===== src/rtl/fused_alu_pkg.sv =====
package fused_alu_pkg;
  localparam int unsigned N_OPND = 4;
  localparam int unsigned SEL_W  = $clog2(N_OPND);

  typedef struct packed {
    logic [N_OPND-1:0] ld_en;
    logic [SEL_W-1:0]  mul_a_sel;
    logic [SEL_W-1:0]  mul_b_sel;
    logic [SEL_W-1:0]  s0_x_sel;
    logic [SEL_W-1:0]  s0_y_sel;
    logic              s0_sub;
    logic [SEL_W-1:0]  s1_x_sel;
    logic [SEL_W-1:0]  s1_y_sel;
    logic              s1_sub;
    logic              nbr_sel;
  } alu_ctrl_t;

  localparam int unsigned CTRL_W = $bits(alu_ctrl_t);
endpackage


===== src/rtl/fused_alu_opnd_regs.sv =====
module fused_alu_opnd_regs #(
  parameter int unsigned DATA_W = 16,
  parameter int unsigned N_REG  = 4
) (
  input  logic                         clk_i,
  input  logic                         rst_ni,
  input  logic [N_REG-1:0]             ld_en_i,
  input  logic [N_REG*DATA_W-1:0]      d_i,
  output logic [N_REG-1:0][DATA_W-1:0] q_o
);
  for (genvar k = 0; k < N_REG; k++) begin : g_reg
    always_ff @(posedge clk_i or negedge rst_ni) begin
      if (!rst_ni)         q_o[k] <= '0;
      else if (ld_en_i[k]) q_o[k] <= d_i[k*DATA_W +: DATA_W];
    end
  end
endmodule


===== src/rtl/fused_alu_q15_mul.sv =====
module fused_alu_q15_mul #(
  parameter int unsigned DATA_W = 16
) (
  input  logic [DATA_W-1:0] a_i,
  input  logic [DATA_W-1:0] b_i,
  output logic [DATA_W-1:0] p_o
);
  localparam int unsigned PW   = 2 * DATA_W;
  localparam int unsigned FRAC = DATA_W - 1;
  localparam logic signed [PW-1:0] MAX_V =
    $signed({{(DATA_W+1){1'b0}}, {(DATA_W-1){1'b1}}});
  localparam logic signed [PW-1:0] MIN_V =
    $signed({{(DATA_W+1){1'b1}}, {(DATA_W-1){1'b0}}});

  logic signed [PW-1:0] full;
  logic signed [PW-1:0] shifted;

  always_comb begin
    full    = PW'($signed(a_i)) * PW'($signed(b_i));
    shifted = full >>> FRAC;
    if (shifted > MAX_V)      p_o = MAX_V[DATA_W-1:0];
    else if (shifted < MIN_V) p_o = MIN_V[DATA_W-1:0];
    else                      p_o = shifted[DATA_W-1:0];
  end
endmodule


===== src/rtl/fused_alu_stage.sv =====
module fused_alu_stage #(
  parameter int unsigned DATA_W = 16,
  parameter int unsigned N_SRC  = 4,
  localparam int unsigned SW    = $clog2(N_SRC)
) (
  input  logic [N_SRC-1:0][DATA_W-1:0] x_src_i,
  input  logic [N_SRC-1:0][DATA_W-1:0] y_src_i,
  input  logic [SW-1:0]                x_sel_i,
  input  logic [SW-1:0]                y_sel_i,
  input  logic                         sub_i,
  output logic [DATA_W-1:0]            sum_o
);
  logic [DATA_W-1:0] x_op, y_op;

  always_comb begin
    x_op  = x_src_i[x_sel_i];
    y_op  = y_src_i[y_sel_i];
    // modular result: no saturation in the adders
    sum_o = sub_i ? (x_op - y_op) : (x_op + y_op);
  end
endmodule


===== src/rtl/fused_alu.sv =====
module fused_alu
  import fused_alu_pkg::*;
#(
  parameter int unsigned DATA_W = 16
) (
  input  logic                     clk_i,
  input  logic                     rst_ni,
  input  logic [N_OPND*DATA_W-1:0] opnd_i,
  input  logic [DATA_W-1:0]        nbr_i,
  input  logic [CTRL_W-1:0]        ctrl_i,
  output logic [DATA_W-1:0]        res0_o,
  output logic [DATA_W-1:0]        res1_o,
  output logic [DATA_W-1:0]        nbr_o
);
  alu_ctrl_t ctrl;
  logic [N_OPND-1:0][DATA_W-1:0] regs_q;
  logic [DATA_W-1:0] mul_a, mul_b, prod;
  logic [N_OPND-1:0][DATA_W-1:0] s0_x_src, s0_y_src, s1_x_src, s1_y_src;

  assign ctrl = alu_ctrl_t'(ctrl_i);

  fused_alu_opnd_regs #(.DATA_W(DATA_W), .N_REG(N_OPND)) u_regs (
    .clk_i   (clk_i),
    .rst_ni  (rst_ni),
    .ld_en_i (ctrl.ld_en),
    .d_i     (opnd_i),
    .q_o     (regs_q)
  );

  assign mul_a = regs_q[ctrl.mul_a_sel];
  assign mul_b = regs_q[ctrl.mul_b_sel];

  fused_alu_q15_mul #(.DATA_W(DATA_W)) u_mul (
    .a_i (mul_a),
    .b_i (mul_b),
    .p_o (prod)
  );

  // source order per select code: see brief R5/R6
  assign s0_x_src = {nbr_i, prod, regs_q[1], regs_q[0]};
  assign s0_y_src = {nbr_i, prod, regs_q[3], regs_q[2]};
  assign s1_x_src = {nbr_i, prod, regs_q[0], res0_o};
  assign s1_y_src = {nbr_i, prod, regs_q[3], regs_q[2]};

  fused_alu_stage #(.DATA_W(DATA_W), .N_SRC(N_OPND)) u_stage0 (
    .x_src_i (s0_x_src),
    .y_src_i (s0_y_src),
    .x_sel_i (ctrl.s0_x_sel),
    .y_sel_i (ctrl.s0_y_sel),
    .sub_i   (ctrl.s0_sub),
    .sum_o   (res0_o)
  );

  fused_alu_stage #(.DATA_W(DATA_W), .N_SRC(N_OPND)) u_stage1 (
    .x_src_i (s1_x_src),
    .y_src_i (s1_y_src),
    .x_sel_i (ctrl.s1_x_sel),
    .y_sel_i (ctrl.s1_y_sel),
    .sub_i   (ctrl.s1_sub),
    .sum_o   (res1_o)
  );

  assign nbr_o = ctrl.nbr_sel ? prod : res1_o;
endmodule


===== config.mk =====
export PLATFORM = sky130hd
export DESIGN_NAME = fused_alu
export DESIGN_NICKNAME = d
export VERILOG_FILES = /design/src/rtl/fused_alu_pkg.sv /design/src/rtl/fused_alu_opnd_regs.sv /design/src/rtl/fused_alu_q15_mul.sv /design/src/rtl/fused_alu_stage.sv /design/src/rtl/fused_alu.sv
export SDC_FILE = /design/constraint.sdc
export NUM_CORES = 1
export LEC_CHECK = 0
export ABC_AREA = 1
export BUFFER_PORTS_ARGS = -buffer_cell sky130_fd_sc_hd__buf_4
export CAP_MARGIN = 20
export CORE_AREA = 2 2 238 240
export CTS_CLUSTER_DIAMETER = 80
export CTS_CLUSTER_SIZE = 12
export DETAILED_ROUTE_END_ITERATION = 8
export DIE_AREA = 0 0 240 242
export PLACE_DENSITY = 0.63
export SLEW_MARGIN = 20
export SYNTH_ARGS = -nofsm -noshare
export SYNTH_HDL_FRONTEND = slang
export SYNTH_HIERARCHICAL = 1
export SYNTH_SLANG_ARGS = --single-unit

===== constraint.sdc =====
create_clock -name clk_i -period 10.2 [get_ports clk_i]
set_input_delay 1.02 -clock clk_i [delete_from_list [all_inputs] [get_ports clk_i]]
set_output_delay 1.02 -clock clk_i [all_outputs]
set_load 0.1 [all_outputs]

==> qor.json, run 1 <==
{
  "layout_commonest_cell": {"value": "sky130_fd_sc_hd__nand2_1"},
  "post_route_cells_drive_above_1_share": {"value": 37.19, "unit": "%"},
  "area_delta_synth_final": {"value": 54.05, "unit": "%"},
  "core_area": {"value": 55730, "unit": "µm²"},
  "reg_top3": {"value": "u_regs/q_o (64)"},
  "worst_slew_pin_slew": {"value": 0.9391, "unit": "ns"},
  "detail_route.drc_violations": {"value": 0},
  "buffer_ports.inserted": {"value": 148},
  "synthesis.area": {"value": 19200, "unit": "µm²"},
  "grt_setup_unrepaired": {"value": "yes"},
  "critical-path-max-stage-delay": {"value": 0.58, "unit": "ns"},
  "cts_root_buf": {"value": "sky130_fd_sc_hd__clkbuf_16"},
  "largest_register": {"value": "u_regs/q_o"},
  "yosysWarnings": {"value": 6},
  "design.final.nets": {"value": 4011},
  "min_path_type": {"value": "reg -> reg"},
  "diodes": {"value": 0},
  "post_synth_num_cell_types": {"value": 54},
  "num_rows": {"value": 87},
  "detail_route.vias_per_cell": {"value": 4.828},
  "firstDrtPassIters": {"value": 5},
  "grt.overflow.total": {"value": 0},
  "synth_ff_type": {"value": "sky130_fd_sc_hd__dfrtp_1"},
  "ant_nets": {"value": 0},
  "tritoncts": {"value": "built"},
  "critPathKind": {"value": "in -> out"},
  "grt_total_usage": {"value": 25.65, "unit": "%"},
  "timing.critical_path.slowest_stage_cell": {"value": "sky130_fd_sc_hd__fa_2"},
  "finish.utilization": {"value": 53.07, "unit": "%"},
  "numClockSinks": {"value": 64},
  "ioPinCount": {"value": 149},
  "detail_route.wl_per_cell": {"value": 17.36, "unit": "µm"},
  "post-route-period-util": {"value": 112.4, "unit": "%"},
  "dieWidth": {"value": 240, "unit": "µm"},
  "ys_seq_area_share": {"value": 8.342, "unit": "%"},
  "final-setup-viol-count": {"value": 32},
  "setup_slack": {"value": -1.269, "unit": "ns"},
  "layout.filler_cells": {"value": 5218},
  "numCtsBuffers": {"value": 9},
  "drv.max_cap_violation_count": {"value": 0},
  "fin_hold_viols": {"value": 0},
  "pins_over_their_slew_limit": {"value": 0},
  "grt_max_degree": {"value": 65},
  "grt_pass1_wl": {"value": 116800, "unit": "µm"},
  "number_of_synthesized_flops_with_an_enable_pin": {"value": 0},
  "sequential_cell_area": {"value": 1602, "unit": "µm²"},
  "die_height": {"value": 242, "unit": "µm"},
  "crit_path_max_fanout": {"value": 8},
  "placed_cells_incl_taps": {"value": 4173},
  "clk-insertion-delay-late": {"value": 0.33, "unit": "ns"},
  "dp_hpwl": {"value": 59050, "unit": "µm"},
  "clockBufferDepth": {"value": 2},
  "largest_reg_flops": {"value": 64},
  "post-route-min-period": {"value": 11.47, "unit": "ns"},
  "initial_core_util": {"value": 34.45, "unit": "%"},
  "die_outline_area": {"value": 58080, "unit": "µm²"},
  "slew_headroom": {"value": 37.32, "unit": "%"},
  "totalWireLength": {"value": 74610, "unit": "µm"},
  "post_cts_hold_buffer_count": {"value": 0},
  "asr_flop_ratio_synth": {"value": 100.0, "unit": "%"},
  "mostFrequentLayoutCells": {"value": "882 x sky130_fd_sc_hd__nand2_1, 578 x sky130_fd_sc_hd__buf_4, 543 x sky130_fd_sc_hd__inv_1"},
  "crit_path_start_kind": {"value": "primary input"},
  "dr.first_iter.drc_count": {"value": 1496},
  "via_count_of_the_first_global_routing_pass": {"value": 21520},
  "synthCells": {"value": 2923},
  "detailed_route_via_count": {"value": 20750},
  "syn-mean-instance-area": {"value": 6.568, "unit": "µm²"},
  "signal_arrival_time_at_the_worst_endpoint": {"value": 10.45, "unit": "ns"},
  "worst_path_most_repeated_cell": {"value": "sky130_fd_sc_hd__nand2_2"},
  "fmax": {"value": 87.19, "unit": "MHz"},
  "clock_tree.htree_level_count": {"value": 3},
  "crit_path_end_kind": {"value": "output pin"},
  "antenna_violations_before_repair": {"value": 0},
  "final-instance-count-excl-fill": {"value": 4297},
  "ys_seq_elements": {"value": 64},
  "syn-num-nets": {"value": 3398},
  "clkSlewWorstSetupHoldPaths": {"value": 0.05, "unit": "ns"},
  "run_status": {"value": "complete, but fails checks"},
  "place_congestion": {"value": 0.9868},
  "fin_setup_tns": {"value": -30.47, "unit": "ns"},
  "multiInputGateArea": {"value": 17460, "unit": "µm²"},
  "failed_checks": {"value": "negative setup slack"},
  "finClkSkew": {"value": 0, "unit": "ns"},
  "worstPathRequired": {"value": 9.18, "unit": "ns"}
}
[synth_stat cells, types with 4 or more instances]
cell                       number  share of area [%]
sky130_fd_sc_hd__buf_4          7               0.27
sky130_fd_sc_hd__inv_2          9               0.18
sky130_fd_sc_hd__o21ai_0      109                2.8
sky130_fd_sc_hd__inv_4          4               0.13
sky130_fd_sc_hd__buf_6         28                1.6
sky130_fd_sc_hd__inv_1        605                 12
sky130_fd_sc_hd__nand4_1        6               0.20
sky130_fd_sc_hd__nor2_4         4               0.23
sky130_fd_sc_hd__nand3_1      177                4.6
sky130_fd_sc_hd__nor3_1        10               0.26
sky130_fd_sc_hd__ha_1         111                7.2
sky130_fd_sc_hd__a21oi_1       56                1.5
sky130_fd_sc_hd__buf_2         18               0.47
sky130_fd_sc_hd__nor2_1       140                2.7
sky130_fd_sc_hd__xor2_1        44                2.0
sky130_fd_sc_hd__fa_1         263                 27
sky130_fd_sc_hd__nand3b_1       4               0.16
sky130_fd_sc_hd__o21bai_1      10               0.39
sky130_fd_sc_hd__xnor2_1       22                1.0
sky130_fd_sc_hd__dfrtp_1       64                8.3
sky130_fd_sc_hd__o22ai_1       28               0.91
sky130_fd_sc_hd__nand2_1     1031                 20
sky130_fd_sc_hd__nand2_2       47                1.5
sky130_fd_sc_hd__o211ai_1       7               0.27
sky130_fd_sc_hd__clkbuf_1      69                1.3
sky130_fd_sc_hd__o21ai_1        4               0.10
sky130_fd_sc_hd__or2_2          4               0.13
[final cells by class]
cell class                      count  area share, %
Timing Repair Buffer              731          23.24
Tap cell                          756          3.198
Clock buffer                       11         0.8207
Timing Repair inverter              1        0.03807
Clock inverter                      5         0.1100
Inverter                          623          8.144
Multi-Input combinational cell   2106          59.03
Sequential cell                    64          5.415
[per-layer routing]
layer | share of wire [%] | track usage, %
met1 | 40 | 31.97
met2 | 49 | 44.55
met3 | 6.9 | 3.658
met4 | 4.8 | 9.792
met5 | 0 | 0
[cells by family (layout without fill, tap and decap cells)]
family                     after synthesis  in the layout  share of synthesized area [%]
buffers and inverters                  753           1371                          16.52
adders and majority gates              374            374                          34.66
DFF                                     64             64                          8.342
and+or+nand+nor                       1436           1436                          30.77
xor gates and xnor gates                67             67                          3.096
AOI/OAI and AO/OA                      229            229                          6.615
[metrics by stage]
| stage | instance area, µm² | hold slack (ns) | worst slack, ns |
|---|---|---|---|
| 2_1_floorplan | 20590 | 0.4571 | -1.918 |
| 3_3_place_gp | 25650 | 0.5619 | -1.762 |
| 3_5_place_dp | 25650 | 0.5681 | -1.842 |
| 4_1_cts | 28430 | 0.5820 | -1.263 |
| 5_1_grt | 29580 | 0.6082 | -1.646 |
| 6_report | 29580 | 0.5799 | -1.269 |
[path summary, 6_finish.rpt]
path | start | end | slack, ns | cells past startpoint
min in group asynchronous | rst_ni | u_regs/q_o[10]$_DFFE_PN0P_ | 0.79 | 1
max in group asynchronous | rst_ni | u_regs/q_o[40]$_DFFE_PN0P_ | 8.87 | 1
setup reg to reg | u_regs/q_o[5]$_DFFE_PN0P_ | u_regs/q_o[5]$_DFFE_PN0P_ | 9.28 | 3
hold / removal | u_regs/q_o[44]$_DFFE_PN0P_ | u_regs/q_o[44]$_DFFE_PN0P_ | 0.58 | 3
hold reg to reg | u_regs/q_o[44]$_DFFE_PN0P_ | u_regs/q_o[44]$_DFFE_PN0P_ | 0.58 | 3
setup / recovery | ctrl_i[13] | nbr_o[15] | -1.27 | 56
[repair_timing]
item	in CTS	in global routing
resized for setup	427	219
buffers inserted	71	32
pin swaps	195	108
endpoints found under the setup margin	41	46
cloned	7	3
[critical path, delay by kind of cell]
family | cells | cell delay (ns)
AOI/OAI and AO/OA | 8 | 1.21
xor gates and xnor gates | 2 | 0.44
adders and majority gates | 9 | 3.87
buffers and inverters | 13 | 1.45
and+or+nand+nor | 24 | 2.40
Power of run 1 is not shown: default switching activity piles up to over one toggle a cycle in this logic, so the estimate is an artifact.
==> inputs of run 2 (changes only) <==
Settings changed: ABC_AREA 1 to unset, CORE_AREA 2 2 238 240 to 2 2 225 227, DIE_AREA 0 0 240 242 to 0 0 227 229, SKIP_CTS_REPAIR_TIMING set to 1.
==> qor.json, run 2 <==
{
  "run_status": {"value": "complete, but fails checks"},
  "failed_checks": {"value": "negative setup slack"},
  "ys_seq_elements": {"value": 64},
  "drv.max_cap_violation_count": {"value": 0},
  "timing.critical_path.slowest_stage_cell": {"value": "sky130_fd_sc_hd__mux4_2"},
  "detail_route.drc_violations": {"value": 0},
  "core_area": {"value": 49660, "unit": "µm²"},
  "synthesis.area": {"value": 17220, "unit": "µm²"},
  "ioPinCount": {"value": 149},
  "pins_over_their_slew_limit": {"value": 0},
  "post-route-min-period": {"value": 13.45, "unit": "ns"},
  "final-setup-viol-count": {"value": 47},
  "crit_path_start_kind": {"value": "primary input"},
  "antenna_violations_before_repair": {"value": 4},
  "post-route-period-util": {"value": 131.9, "unit": "%"},
  "finClkSkew": {"value": 0, "unit": "ns"},
  "layout_commonest_cell": {"value": "sky130_fd_sc_hd__buf_4"},
  "cts_root_buf": {"value": "sky130_fd_sc_hd__clkbuf_16"},
  "dieWidth": {"value": 227, "unit": "µm"},
  "clk-insertion-delay-late": {"value": 0.34, "unit": "ns"},
  "detail_route.vias_per_cell": {"value": 5.121},
  "critical-path-max-stage-delay": {"value": 0.65, "unit": "ns"},
  "ant_nets": {"value": 0},
  "synth.mux.area_fraction": {"value": 19.19, "unit": "%"},
  "crit_path_max_fanout": {"value": 6},
  "syn-num-nets": {"value": 2143},
  "clockBufferDepth": {"value": 2},
  "via_count_of_the_first_global_routing_pass": {"value": 15790},
  "detailroute.wirelength.met2": {"value": 28130, "unit": "µm"},
  "syn-mean-instance-area": {"value": 10.33, "unit": "µm²"},
  "synthCells": {"value": 1668},
  "worstPathRequired": {"value": 9.18, "unit": "ns"},
  "synth_top_area_cell": {"value": "sky130_fd_sc_hd__fa_1"},
  "crit_path_end_kind": {"value": "output pin"},
  "placed_cells_incl_taps": {"value": 2827},
  "grt_max_degree": {"value": 65},
  "reg_top3": {"value": "u_regs/q_o (64)"},
  "die_outline_area": {"value": 51980, "unit": "µm²"},
  "num_rows": {"value": 82},
  "grt_total_usage": {"value": 21.79, "unit": "%"},
  "slew_headroom": {"value": 41.85, "unit": "%"},
  "synth-xor-area-share": {"value": 3.916, "unit": "%"},
  "grt_setup_unrepaired": {"value": "yes"},
  "min_path_type": {"value": "reg -> reg"},
  "synth-simple-area-share": {"value": 12.27, "unit": "%"},
  "fmax": {"value": 74.35, "unit": "MHz"},
  "initial_core_util": {"value": 34.68, "unit": "%"},
  "dp_hpwl": {"value": 47020, "unit": "µm"},
  "synth_most_common_cell": {"value": "sky130_fd_sc_hd__inv_1"},
  "grt_pass1_wl": {"value": 87840, "unit": "µm"},
  "numClockSinks": {"value": 64},
  "m1_wire_length": {"value": 23720, "unit": "µm"},
  "design.final.nets": {"value": 2698},
  "mostFrequentLayoutCells": {"value": "512 x sky130_fd_sc_hd__buf_4, 303 x sky130_fd_sc_hd__inv_1, 253 x sky130_fd_sc_hd__fa_1"},
  "worst_path_most_repeated_cell": {"value": "sky130_fd_sc_hd__fa_1"},
  "largest_reg_flops": {"value": 64},
  "clkSlewWorstSetupHoldPaths": {"value": 0.06, "unit": "ns"},
  "fin_hold_viols": {"value": 0},
  "worst_slew_pin_slew": {"value": 0.8723, "unit": "ns"},
  "layout.filler_cells": {"value": 4424},
  "main_combinational_cell_family_by_area_after_synthesis": {"value": "adder cells"},
  "tritoncts": {"value": "built"},
  "critPathKind": {"value": "in -> out"},
  "yosys-top-cells-count": {"value": "320 x sky130_fd_sc_hd__inv_1, 263 x sky130_fd_sc_hd__fa_1, 148 x sky130_fd_sc_hd__nand2_1, 125 x sky130_fd_sc_hd__and2_1, 111 x sky130_fd_sc_hd__ha_1"},
  "synthAdderAreaFrac": {"value": 38.63, "unit": "%"},
  "totalWireLength": {"value": 58060, "unit": "µm"},
  "synthTopCellsByArea": {"value": "sky130_fd_sc_hd__fa_1 31%, sky130_fd_sc_hd__mux4_2 10%, sky130_fd_sc_hd__dfrtp_1 9.3%"},
  "synth-compound-area-share": {"value": 6.771, "unit": "%"},
  "final-instance-count-excl-fill": {"value": 2900},
  "firstDrtPassIters": {"value": 6},
  "dr.first_iter.drc_count": {"value": 949},
  "detail_route.wl_per_cell": {"value": 20.02, "unit": "µm"},
  "route.met3.wl": {"value": 4349, "unit": "µm"},
  "post_synth_num_cell_types": {"value": 79},
  "detailed_route_via_count": {"value": 14850},
  "largest_register": {"value": "u_regs/q_o"},
  "area_delta_synth_final": {"value": 44.56, "unit": "%"},
  "buffer_ports.inserted": {"value": 148},
  "asr_flop_ratio_synth": {"value": 100.0, "unit": "%"},
  "clock_tree.htree_level_count": {"value": 3},
  "number_of_synthesized_flops_with_an_enable_pin": {"value": 0},
  "post_route_cells_drive_above_1_share": {"value": 45.06, "unit": "%"},
  "diodes": {"value": 0},
  "yosysWarnings": {"value": 6},
  "fin_setup_tns": {"value": -88.42, "unit": "ns"},
  "netlist.area_leader.share": {"value": 30.57, "unit": "%"},
  "grt.overflow.total": {"value": 0},
  "place_congestion": {"value": 0.9866},
  "synth_ff_type": {"value": "sky130_fd_sc_hd__dfrtp_1"},
  "setup_slack": {"value": -3.250, "unit": "ns"},
  "signal_arrival_time_at_the_worst_endpoint": {"value": 12.43, "unit": "ns"},
  "die_height": {"value": 229, "unit": "µm"},
  "ys_seq_area_share": {"value": 9.299, "unit": "%"},
  "numCtsBuffers": {"value": 9},
  "top_signal_layer_used": {"value": "met5"}
}
run 2: cell types whose count changed after synthesis, moves of 24 or more:
cell                       previous run  this run
sky130_fd_sc_hd__and2_1               1       125
sky130_fd_sc_hd__clkbuf_1            69        40
sky130_fd_sc_hd__inv_1              605       320
sky130_fd_sc_hd__mux2_2               0        40
sky130_fd_sc_hd__mux2_4               0        40
sky130_fd_sc_hd__mux4_2               0        77
sky130_fd_sc_hd__nand2_1           1031       148
sky130_fd_sc_hd__nand2_2             47         0
sky130_fd_sc_hd__nand3_1            177        11
sky130_fd_sc_hd__nor2_1             140        48
sky130_fd_sc_hd__o21ai_0            109        29
sky130_fd_sc_hd__o22ai_1             28         2
sky130_fd_sc_hd__xnor2_1             22        57
sky130_fd_sc_hd__xor2_1              44        20
run 2: path summary, 6_finish.rpt:
path	startpoint	endpoint	slack, ns	cells after the start
max in group asynchronous	rst_ni	u_regs/q_o[29]$_DFFE_PN0P_	8.83	1
min in group asynchronous	rst_ni	u_regs/q_o[36]$_DFFE_PN0P_	0.77	1
hold / removal	u_regs/q_o[21]$_DFFE_PN0P_	u_regs/q_o[21]$_DFFE_PN0P_	0.59	1
hold reg to reg	u_regs/q_o[21]$_DFFE_PN0P_	u_regs/q_o[21]$_DFFE_PN0P_	0.59	1
setup reg to reg	u_regs/q_o[13]$_DFFE_PN0P_	u_regs/q_o[13]$_DFFE_PN0P_	9.13	2
setup / recovery	ctrl_i[13]	nbr_o[15]	-3.25	50
run 2: layer usage:
metal,up-vias,GRT usage (%)
li1,6577,-
met1,7503,29.42
met2,637,36.40
met3,127,3.220
met4,8,6.046
met5,-,0
run 2: final cells by class:
type	instances	area, µm²	share of cell area [%]
flip-flops and latches	64	1602	6.433
well taps	672	840.8	3.377
multi-input cells	1212	15420	61.93
clock buffers	10	229.0	0.9196
clock inverters	6	68.82	0.2764
inverters	320	1209	4.855
repair buffers	616	5529	22.21
run 2: logic make-up (layout without fill, tap and decap cells):
logic type | count (synthesis) | after routing
compound gates | 178 | 178
xor+xnor | 77 | 77
fa+ha+maj | 374 | 374
buf+inv | 395 | 952
flops | 64 | 64
mux | 178 | 181
simple gates | 402 | 402
run 2: worst max-delay path: cells and delay by family:
kind	cells	cell delay, ns
buffers and inverters	13	1.23
muxes	4	1.97
xor gates and xnor gates	3	0.35
adders and majority gates	10	3.97
AOI/OAI and AO/OA	16	3.41
and+or+nand+nor	4	0.47
run 2: metrics by stage:
stage          instance area (µm²)  utilization [%]  hold WS, ns  setup slack, ns
6_report                     24900            50.14       0.5858           -3.250
5_1_grt                      24900            50.14       0.6052           -3.593
4_1_cts                      23050            46.42       0.5637           -3.406
3_5_place_dp                 22750            45.82       0.5502           -3.334
3_3_place_gp                 22750            45.82       0.5533           -3.230
2_1_floorplan                18240                -       0.5038           -3.419
Power of run 2 is left out for the same reason.
==> inputs of run 3 (changes only) <==
Settings changed: CELL_PAD_IN_SITES_DETAIL_PLACEMENT set to 1, CELL_PAD_IN_SITES_GLOBAL_PLACEMENT set to 2, CORE_AREA 2 2 225 227 to 2 2 219 221, DIE_AREA 0 0 227 229 to 0 0 221 223, PLACE_DENSITY 0.63 to 0.89.
==> qor.json, run 3 (synthesis results as in run 2) <==
{
  "crit_path_max_fanout": {"value": 16},
  "detailroute.wirelength.met2": {"value": 45460, "unit": "µm"},
  "clk-insertion-delay-late": {"value": 0.37, "unit": "ns"},
  "signal_arrival_time_at_the_worst_endpoint": {"value": 14.28, "unit": "ns"},
  "final-setup-viol-count": {"value": 48},
  "layout.filler_cells": {"value": 4910},
  "cts_root_buf": {"value": "sky130_fd_sc_hd__clkbuf_16"},
  "hold_path.startpoint": {"value": "u_regs/q_o[59]$_DFFE_PN0P_"},
  "reg_top3": {"value": "u_regs/q_o (64)"},
  "grt_setup_unrepaired": {"value": "yes"},
  "clock_tree.htree_level_count": {"value": 3},
  "critPathKind": {"value": "in -> out"},
  "largest_register": {"value": "u_regs/q_o"},
  "dieWidth": {"value": 221, "unit": "µm"},
  "detailed_route_via_count": {"value": 17970},
  "ant_nets": {"value": 0},
  "crit_path_end_kind": {"value": "output pin"},
  "post-route-period-util": {"value": 150.0, "unit": "%"},
  "grt.overflow.total": {"value": 0},
  "die_height": {"value": 223, "unit": "µm"},
  "grt_max_degree": {"value": 65},
  "firstDrtPassIters": {"value": 5},
  "area_delta_synth_final": {"value": 47.56, "unit": "%"},
  "regToRegSetupSlack": {"value": 8.91, "unit": "ns"},
  "worst_path_most_repeated_cell": {"value": "sky130_fd_sc_hd__xnor2_1"},
  "finClkSkew": {"value": 0, "unit": "ns"},
  "crit_path_start_kind": {"value": "primary input"},
  "pre_cts_slack": {"value": -3.944, "unit": "ns"},
  "worst_slew_pin_slew": {"value": 1.849, "unit": "ns"},
  "worstPathRequired": {"value": 9.18, "unit": "ns"},
  "dp_hpwl": {"value": 56050, "unit": "µm"},
  "r2r-end": {"value": "u_regs/q_o[47]$_DFFE_PN0P_"},
  "ioPinCount": {"value": 149},
  "fmax": {"value": 65.37, "unit": "MHz"},
  "min_path_type": {"value": "reg -> reg"},
  "post_route_cells_drive_above_1_share": {"value": 47.38, "unit": "%"},
  "layout_commonest_cell": {"value": "sky130_fd_sc_hd__buf_4"},
  "post-route-min-period": {"value": 15.30, "unit": "ns"},
  "worstHoldEndpoint": {"value": "u_regs/q_o[59]$_DFFE_PN0P_"},
  "antenna_violations_before_repair": {"value": 9},
  "sequential_cell_area": {"value": 1602, "unit": "µm²"},
  "startpoint_of_the_worst_register_to_register_path": {"value": "u_regs/q_o[47]$_DFFE_PN0P_"},
  "buffer_ports.inserted": {"value": 148},
  "fin_hold_viols": {"value": 0},
  "via_count_of_the_first_global_routing_pass": {"value": 17860},
  "die_outline_area": {"value": 49280, "unit": "µm²"},
  "grt_pass1_wl": {"value": 103400, "unit": "µm"},
  "setup_slack": {"value": -5.097, "unit": "ns"},
  "timing.critical_path.slowest_stage_cell": {"value": "sky130_fd_sc_hd__o31ai_1"},
  "failed_checks": {"value": "max-capacitance violations, max-slew violations, negative setup slack"},
  "placedInstanceArea": {"value": 22650, "unit": "µm²"},
  "top_signal_layer_used": {"value": "met5"},
  "pins_over_their_slew_limit": {"value": 3},
  "clockBufferDepth": {"value": 2},
  "place_congestion": {"value": 0.9394},
  "critical-path-max-stage-delay": {"value": 1.47, "unit": "ns"},
  "multiInputGateArea": {"value": 15680, "unit": "µm²"},
  "detail_route.wl_per_cell": {"value": 33.05, "unit": "µm"},
  "design.final.nets": {"value": 2726},
  "largest_reg_flops": {"value": 64},
  "detail_route.vias_per_cell": {"value": 6.251},
  "grt_total_usage": {"value": 26.99, "unit": "%"},
  "clkSlewWorstSetupHoldPaths": {"value": 0.07, "unit": "ns"},
  "detail_route.drc_violations": {"value": 0},
  "dr.first_iter.drc_count": {"value": 1994},
  "numCtsBuffers": {"value": 9},
  "numClockSinks": {"value": 64},
  "route.met3.wl": {"value": 9096, "unit": "µm"},
  "core_area": {"value": 47150, "unit": "µm²"},
  "initial_core_util": {"value": 36.53, "unit": "%"},
  "m1_wire_length": {"value": 30610, "unit": "µm"},
  "slew_headroom": {"value": -24.34, "unit": "%"},
  "drv.max_cap_violation_count": {"value": 1},
  "run_status": {"value": "complete, but fails checks"},
  "totalWireLength": {"value": 94980, "unit": "µm"},
  "hold_depth": {"value": 2},
  "depth_of_the_worst_register_to_register_path": {"value": 2},
  "summed_area_of_non_filler_cells_in_the_final_layout": {"value": 25410, "unit": "µm²"},
  "tritoncts": {"value": "built"},
  "mostFrequentLayoutCells": {"value": "522 x sky130_fd_sc_hd__buf_4, 302 x sky130_fd_sc_hd__inv_1, 241 x sky130_fd_sc_hd__fa_1"},
  "num_rows": {"value": 80}
}
-- run 3: cell count changes in the layout (fill, tap and decap cells not counted), moves of 4 or more --
cell / previous run / this run
sky130_fd_sc_hd__buf_6: 45 / 59
sky130_fd_sc_hd__fa_1: 253 / 241
sky130_fd_sc_hd__fa_2: 10 / 22
sky130_fd_sc_hd__buf_4: 512 / 522
sky130_fd_sc_hd__a21oi_1: 40 / 32
sky130_fd_sc_hd__a21oi_2: 11 / 18
sky130_fd_sc_hd__ha_1: 80 / 74
sky130_fd_sc_hd__ha_4: 24 / 29
sky130_fd_sc_hd__nand2_2: 3 / 7
-- run 3: per-layer routing --
metal  vias up  global-route usage [%]
li1       6640                       -
met1      9018                   31.88
met2      1598                   49.69
met3       703                   2.542
met4         6                   11.99
met5         -                       0
-- run 3: area by class of cell --
cell class	instances	area share, %
clock buffer	12	1.009
tap	615	3.028
multi-input combinational	1213	61.69
timing repair buffer	643	22.88
antenna	3	0.02954
inverter	320	4.766
sequential	64	6.302
clock inverter	4	0.3003
-- run 3: how the worst max path moves through the flow --
| stage | startpoint | end | slack (ns) | depth (start not counted) |
|---|---|---|---|---|
| finish | ctrl_i[11] | nbr_o[15] | -5.10 | 43 |
| CTS | ctrl_i[11] | nbr_o[15] | -4.08 | 46 |
| detailed placement | ctrl_i[11] | nbr_o[15] | -3.94 | 46 |
| global route | ctrl_i[11] | nbr_o[15] | -5.12 | 43 |
| floorplan | ctrl_i[11] | nbr_o[15] | -3.42 | 46 |
| global placement | ctrl_i[11] | nbr_o[14] | -3.33 | 46 |
-- run 3: worst max-delay path: cells and delay by family --
family                     cells  cell delay, ns
AOI/OAI and AO/OA             10            3.33
xor gates and xnor gates       7            1.87
adders and majority gates      8            3.80
buffers and inverters         11            1.51
muxes                          4            1.98
and+or+nand+nor                3            0.70
-- run 3: through the flow --
step | util [%] | hold WS [ns] | std cells | TNS (ns)
after floorplan | - | 0.5038 | 1668 | -85.26
after global placement | 48.04 | 0.5494 | 2764 | -94.11
after detailed placement | 48.04 | 0.5610 | 2764 | -117.66
after CTS | 48.75 | 0.5774 | 2780 | -124.00
after global routing | 53.90 | 0.6797 | 2872 | -146.80
final | 53.91 | 0.6624 | 2874 | -142.76
Power of run 3 is left out for the same reason.
